File: src/rtl/isr_pkg.sv
`timescale 1ns/1ps
// Package: shared sizes and bit positions for the interrupt status byte.
// Assumes the event bits occupy the low positions and the rest are reserved.
package isr_pkg;
    localparam int STATUS_W = 8;   // width of the status byte
    localparam int EVT_N    = 2;   // number of event sources

    // Bit positions that software decodes (order matters)
    typedef enum int {
        QUEUE_BIT = 0,
        CFG_BIT   = 1
    } isr_bit_e;
endpackage

File: src/rtl/isr_sticky_bits.sv
`timescale 1ns/1ps
// Module: isr_sticky_bits
// Holds the sticky cause bits. Each event pulse sets its bit. A clear request
// empties the whole field at the same edge, but a coincident event wins for
// its own bit, so no event is lost. Reserved bits are tied to zero.
// Assumes: synchronous active-low reset; events are single-cycle pulses.
module isr_sticky_bits #(
    parameter int W = isr_pkg::STATUS_W,
    parameter int N = isr_pkg::EVT_N
) (
    input  logic         clk,
    input  logic         rst_n,
    input  logic [N-1:0] evt_i,
    input  logic         clr_i,
    output logic [W-1:0] status_o
);
    genvar gi;
    generate
        for (gi = 0; gi < W; gi++) begin : g_bit
            if (gi < N) begin : g_live
                logic bit_q;
                // Set on event; clear on read unless an event arrives now
                always_ff @(posedge clk) begin
                    if (!rst_n)
                        bit_q <= 1'b0;
                    else if (evt_i[gi])
                        bit_q <= 1'b1;
                    else if (clr_i)
                        bit_q <= 1'b0;
                end
                assign status_o[gi] = bit_q;
            end else begin : g_rsvd
                assign status_o[gi] = 1'b0;
            end
        end
    endgenerate
endmodule

File: src/rtl/isr_read_port.sv
`timescale 1ns/1ps
// Module: isr_read_port
// Presents the status byte on the read bus for the duration of a read strobe
// and turns the strobe into a clear request for the sticky bits.
// Assumes: one strobe cycle per access; the bus is zero when idle.
module isr_read_port #(
    parameter int W = isr_pkg::STATUS_W
) (
    input  logic         rd_en_i,
    input  logic [W-1:0] status_i,
    output logic [W-1:0] rd_data_o,
    output logic         clr_o
);
    // Drive the bus only during a read
    always_comb begin
        rd_data_o = rd_en_i ? status_i : '0;
    end

    // Each read acknowledges every pending cause
    always_comb begin
        clr_o = rd_en_i;
    end
endmodule

File: src/rtl/isr_irq_gate.sv
`timescale 1ns/1ps
// Module: isr_irq_gate
// Derives the interrupt-pending flag and the level interrupt pin from the
// status byte. Message-signalled mode silences both; the mask affects only
// the pin. Assumes the status input is already registered.
module isr_irq_gate #(
    parameter int W = isr_pkg::STATUS_W
) (
    input  logic [W-1:0] status_i,
    input  logic         msix_en_i,
    input  logic         intx_mask_i,
    output logic         int_status_o,
    output logic         intx_o
);
    logic any_pending;

    // Reduce the whole field, reserved bits included
    always_comb begin
        any_pending = |status_i;
    end

    // Pending flag is meaningful only in level-interrupt mode
    always_comb begin
        int_status_o = any_pending & ~msix_en_i;
    end

    // Pin follows the flag unless masked
    always_comb begin
        intx_o = int_status_o & ~intx_mask_i;
    end
endmodule

File: src/rtl/intx_isr_status.sv
`timescale 1ns/1ps
// Module: intx_isr_status (top)
// Read-to-clear interrupt cause byte with level interrupt generation.
// Assumes: synchronous active-low reset; single-cycle event and read strobes.
module intx_isr_status #(
    parameter int STATUS_W = isr_pkg::STATUS_W
) (
    input  logic                clk,
    input  logic                rst_n,
    input  logic                queue_evt_i,
    input  logic                cfg_evt_i,
    input  logic                rd_en_i,
    output logic [STATUS_W-1:0] rd_data_o,
    input  logic                msix_en_i,
    input  logic                intx_mask_i,
    output logic                pci_int_status_o,
    output logic                intx_o
);
    import isr_pkg::*;

    localparam int EVT_W = EVT_N;

    logic [EVT_W-1:0]    evt_vec;
    logic [STATUS_W-1:0] status_q;
    logic                rd_clr;

    // Gather the event pulses at their decoded bit positions
    always_comb begin
        evt_vec            = '0;
        evt_vec[QUEUE_BIT] = queue_evt_i;
        evt_vec[CFG_BIT]   = cfg_evt_i;
    end

    isr_sticky_bits #(.W(STATUS_W), .N(EVT_W)) u_bits (
        .clk      (clk),
        .rst_n    (rst_n),
        .evt_i    (evt_vec),
        .clr_i    (rd_clr),
        .status_o (status_q)
    );

    isr_read_port #(.W(STATUS_W)) u_rd (
        .rd_en_i   (rd_en_i),
        .status_i  (status_q),
        .rd_data_o (rd_data_o),
        .clr_o     (rd_clr)
    );

    isr_irq_gate #(.W(STATUS_W)) u_gate (
        .status_i     (status_q),
        .msix_en_i    (msix_en_i),
        .intx_mask_i  (intx_mask_i),
        .int_status_o (pci_int_status_o),
        .intx_o       (intx_o)
    );
endmodule

File: config.mk
export PLATFORM = sky130hd
export DESIGN_NAME = intx_isr_status
export DESIGN_NICKNAME = d
export VERILOG_FILES = /design/src/rtl/isr_pkg.sv /design/src/rtl/isr_sticky_bits.sv /design/src/rtl/isr_read_port.sv /design/src/rtl/isr_irq_gate.sv /design/src/rtl/intx_isr_status.sv
export SDC_FILE = /design/constraint.sdc
export NUM_CORES = 1
export LEC_CHECK = 0
export CAP_MARGIN = 20
export CORE_AREA = 2 2 39 41
export CTS_CLUSTER_SIZE = 40
export DETAILED_ROUTE_END_ITERATION = 10
export DIE_AREA = 0 0 41 43
export PLACE_DENSITY = 0.45
export SLEW_MARGIN = 30
export SYNTH_ARGS = -nofsm -noshare
export SYNTH_HDL_FRONTEND = slang
export SYNTH_SLANG_ARGS = --single-unit
File: constraint.sdc
create_clock -name clk -period 0.8 [get_ports clk]
set_clock_uncertainty 0.1 [all_clocks]
set_input_delay 0.16 -clock clk [delete_from_list [all_inputs] [get_ports clk]]
set_output_delay 0.16 -clock clk [all_outputs]
set_load 0.02 [all_outputs]
# ---- Word level (Yosys, flattened, before mapping)
# Index checks and enable logic that the tools add are counted.
dict set report totals {
  output_inout_bits 10
  word_cells 13
  in_bits 7
  reg_bits 2
}
dict set report op_classes {
  reduce_logical 3
  mux 4
  bitwise 4
}
# cell n
set op_table {}
lappend op_table {{2-bit nonzero test} 2}
lappend op_table {{1-bit 2-to-1 mux} 3}
lappend op_table {{1-bit AND} 2}
lappend op_table {{2-bit 2-to-1 mux} 1}
lappend op_table {{1-bit inverter} 2}
lappend op_table {{2-bit OR reduction} 1}

# ---- Logic depth before layout (Yosys ltp)
dict set report logic_depth {
  depth_word 3
  ltp_mapped 2
  depth_no_buf 2
}

# ---- By module
# From an unflattened synthesis, not the netlist that was laid out.
dict set report hier_totals {
  cells_unflattened 28
  area_unflattened_um2 226.5
}
# mod seq_area_each_um2 cells_each instances area_each_um2
set modules_own_cells {}
lappend modules_own_cells {isr_sticky_bits 40.0 15 1 131.4}
lappend modules_own_cells {isr_read_port 0.0 9 1 57.6}
lappend modules_own_cells {isr_irq_gate 0.0 4 1 37.5}

# ---- Least setup slack after synthesis
# Ideal clock, no wire load.
dict set report synth_path {
  path_kind {reg-to-output}
  from {reg u_bits.g_bit[0].g_live.bit_q}
  to {out intx_o}
  path_slack_ns -0.279
  t_arrival_ns 0.819
  n_path_buf 0
  required_ns 0.540
  path_stages_with_launch 3
  path_cell_list {dfxtp_1 nor2_1 nor3_1}
}
dict set report synth_via {
  elab_chain_len 3
}
# element line
set synth_rtl {}
lappend synth_rtl {{from (decl)} isr_sticky_bits.sv:21} ;# logic bit_q;
lappend synth_rtl {{from (signal assigned)} isr_sticky_bits.sv:25} ;# bit_q <= 1'b0;
lappend synth_rtl {{from (signal assigned)} isr_sticky_bits.sv:27} ;# bit_q <= 1'b1;
lappend synth_rtl {{from (signal assigned)} isr_sticky_bits.sv:29} ;# bit_q <= 1'b0;
lappend synth_rtl {{2-bit OR reduction} isr_irq_gate.sv:19} ;# any_pending = |status_i;
lappend synth_rtl {{1-bit AND} isr_irq_gate.sv:24} ;# int_status_o = any_pending & ~msix_en_i;
lappend synth_rtl {{1-bit AND} isr_irq_gate.sv:29} ;# intx_o = int_status_o & ~intx_mask_i;
lappend synth_rtl {{to (decl)} intx_isr_status.sv:17} ;# output logic intx_o
# Every way passes these cells.

# ---- Worst setup path after layout
dict set report layout_path {
  from {reg u_bits.g_bit[1].g_live.bit_q}
  to {out intx_o}
}
dict set report layout_via {
  elab_chain_len 3
}
# element line
set layout_rtl {}
lappend layout_rtl {{from (decl)} isr_sticky_bits.sv:21}
lappend layout_rtl {{from (signal assigned)} isr_sticky_bits.sv:25}
lappend layout_rtl {{from (signal assigned)} isr_sticky_bits.sv:27}
lappend layout_rtl {{from (signal assigned)} isr_sticky_bits.sv:29}
lappend layout_rtl {{2-bit OR reduction} isr_irq_gate.sv:19}
lappend layout_rtl {{1-bit AND} isr_irq_gate.sv:24}
lappend layout_rtl {{1-bit AND} isr_irq_gate.sv:29}
# Every way passes these cells.

==> key figures <==
Pwr
  • Pwr dens: 1540 nW/um^2
  • Worst vdd ir: 0.286 mV
  • LEAKAGE: 0.138 nW

Drt
  • Final wirelength: 339 um
  • Max layer used: met4
  • Met3 wire len: roughly 49 um
  • Initial drt markers: 1
  • DRT met1 WL: 118 um
  • Met2 routed WL: 156 um
  • Vias: 150
  • Drt wl/cell: 7.21 um
  • DRC violations left: 0
  • Routed vias/inst: 3.19
  • Final ANT Viol Nets: 0
  • TritonRoute pass-1 iters: 2

Clock tree
  • CTS Buf Count: 3
  • Buffer count from post-CTS setup fixing: 0
  • Root Driver: clkbuf_4
  • H-tree lvl count: 1
  • Clock Path Buffers: 2
  • Worst-path clk slew: 0.03 ns
  • # clock sinks: 2
  • Clk_lat worst skew: 0.23 ns
  • CTS tree: built

Critical path
  • Worst EP arrival: 0.89 ns
  • Critical Path Source Type: register
  • Crit. End Element: output port
  • Critical Path, Cell by Cell: nor2_4, nor3_4, buf_6
  • Crit-path max FO: 3
  • Reg-to-reg setup timing slack: -0.04 ns
  • Max stage delay on crit path: 0.33 ns
  • CP max-delay cell: dfxtp_2
  • CP required: 0.54 ns
  • WS Path Type: reg -> out

Floorplan
  • Row count: 14
  • Initial core utilization: 0.103
  • Die width: 41 um
  • Core ar.: 1380 um^2
  • Die area: approximately 1800 um^2
  • IO Pins: 17
  • Die Height: 43 um

Synth
  • Cell variety after synth: 9
  • Syn Area/Cell: 7.92 um^2
  • Post-synthesis sequential area ratio: 0.281
  • Ys Warns: 0
  • FF+latch count, synth: 2
  • Area of the mapped netlist: 143 um^2
  • Post-Synthesis Cells: 18

Global route
  • Initial antenna violation count: 0
  • First-pass GRT wire length: 524 um
  • Largest net degree at the start of global routing: 4
  • Vias in the first global route: about 150
  • Total gr overflow: 0
  • Gr usage total: 0.0521

STA
  • Final Slew Violations: 0
  • Fmax: 869 MHz
  • Post-route clock period utilization: 1.44
  • Final setup margin: -0.351 ns
  • RSZ-0062 raised after global routing: true
  • Minimum clock period: 1.15 ns
  • Endpoints failing hold: 0
  • Final setup vio count: 6

Placed design
  • Post-DP Area: 273 um^2
  • RD Place Congestion: ~0.50
  • Hpwl dp: 263 um
  • Port bufs: 10
  • DP Worst Slack: -0.938 ns

Outcome
  • Status: finished with violations
  • Failing checks: setup timing

Layout
  • Largest registers: u_bits.g_bit.g_live.bit_q x2
  • Area growth syn-to-layout: 118%
  • Reg with most FFs: u_bits.g_bit.g_live.bit_q
  • Nets: 40
  • Diodes inserted: 0
  • Design Area, Final: 310 um^2
  • Filler instances: 162
  • Largest register FFs: 2
  • Share of cells above drive strength 1: 0.516

Worst hold path
  • Hold crit path type: in -> reg

Job
  • Max Cap Violations: 0
## report_power, final
part	total (mW)	switching (mW)	internal, mW
Combinational	0.135	0.0693	0.0654
Clock	0.230	0.0636	0.166
Sequential	0.115	0.00791	0.107
Total	0.479	0.141	0.339
## placed cells by master (no fill, tap or decap)
cell	netlist	routed
o21a_1	2	2
dfxtp_2	0	1
clkdlybuf4s50_1	0	3
and2_1	1	1
and2_4	0	1
buf_6	0	4
conb_1	1	6
dfxtp_4	0	1
nor3_4	0	1
nor2b_4	0	1
nor2_4	0	2
dlygate4sd2_1	0	3
buf_4	6	1
clkbuf_4	0	3
nor2b_2	0	1
## cells in the mapped netlist
cell     number  share of area
buf_4         6           0.32
dfxtp_1       2           0.28
nor2_1        2          0.053
nor2b_1       2          0.088
o21a_1        2           0.11
and2_1        1          0.044
and2_2        1          0.053
conb_1        1          0.026
nor3_1        1          0.035
## repair_timing
action,CTS,global route
hold buffers,0,0
pin swaps,1,1
gates resized for setup,28,3
setup endpoints to repair,6,6
## kinds of logic (layout without fill, tap and decap cells)
logic type	Yosys count	in the layout	synth area share
flip-flops	2	2	0.281
AO/OA/AOI/OAI	2	2	0.105
AND/OR/NAND/NOR	7	7	0.272
buffers and inverters	6	14	0.316
other	1	6	0.0263
## worst max-delay path, delay by kind of cell, from the launching register on
kind	cells	cell delay [ns]
buffers and inverters	1	0.13
DFF	1	0.33
and+or+nand+nor	2	0.21
## routing by layer
metal  track usage  vias to the layer above
met3        0.0314                        2
li1              -                       70
met2        0.0719                       13
met4        0.0800                        0
met5             0                        -
met1        0.0351                       65
## area by class of cell
| cell class | count | area, um^2 | area share |
|---|---|---|---|
| timing repair buffer | 11 | 109 | 0.351 |
| clock buffer | 3 | 22.5 | 0.0726 |
| multi-input combinational | 15 | 114 | 0.367 |
| sequential | 2 | 45.0 | 0.145 |
| tap | 16 | 20.0 | 0.0645 |
## path summary, 6_finish.rpt
check / start / end / cells past startpoint
setup reg to reg: u_bits.g_bit[1].g_live.bit_q / u_bits.g_bit[1].g_live.bit_q / 2
hold / removal: rst_n / u_bits.g_bit[0].g_live.bit_q / 2
hold reg to reg: u_bits.g_bit[0].g_live.bit_q / u_bits.g_bit[0].g_live.bit_q / 2
setup / recovery: u_bits.g_bit[1].g_live.bit_q / intx_o / 3
## metrics by stage
| step | power (mW) | instances | setup TNS, ns | utilization | hold WS, ns |
|---|---|---|---|---|---|
| floorplan | 0.207 | 23 | -0.0676 | - | 0.177 |
| global placement | 0.248 | 44 | -4.22 | 0.197 | 0.531 |
| detailed placement | 0.248 | 44 | -4.17 | 0.197 | 0.520 |
| CTS | 0.490 | 47 | -1.40 | 0.215 | 0.398 |
| global route | 0.502 | 47 | -1.47 | 0.224 | 0.407 |
| finish | 0.479 | 47 | -1.33 | 0.224 | 0.403 |
Note: power is estimated with default switching activity, not from simulation.
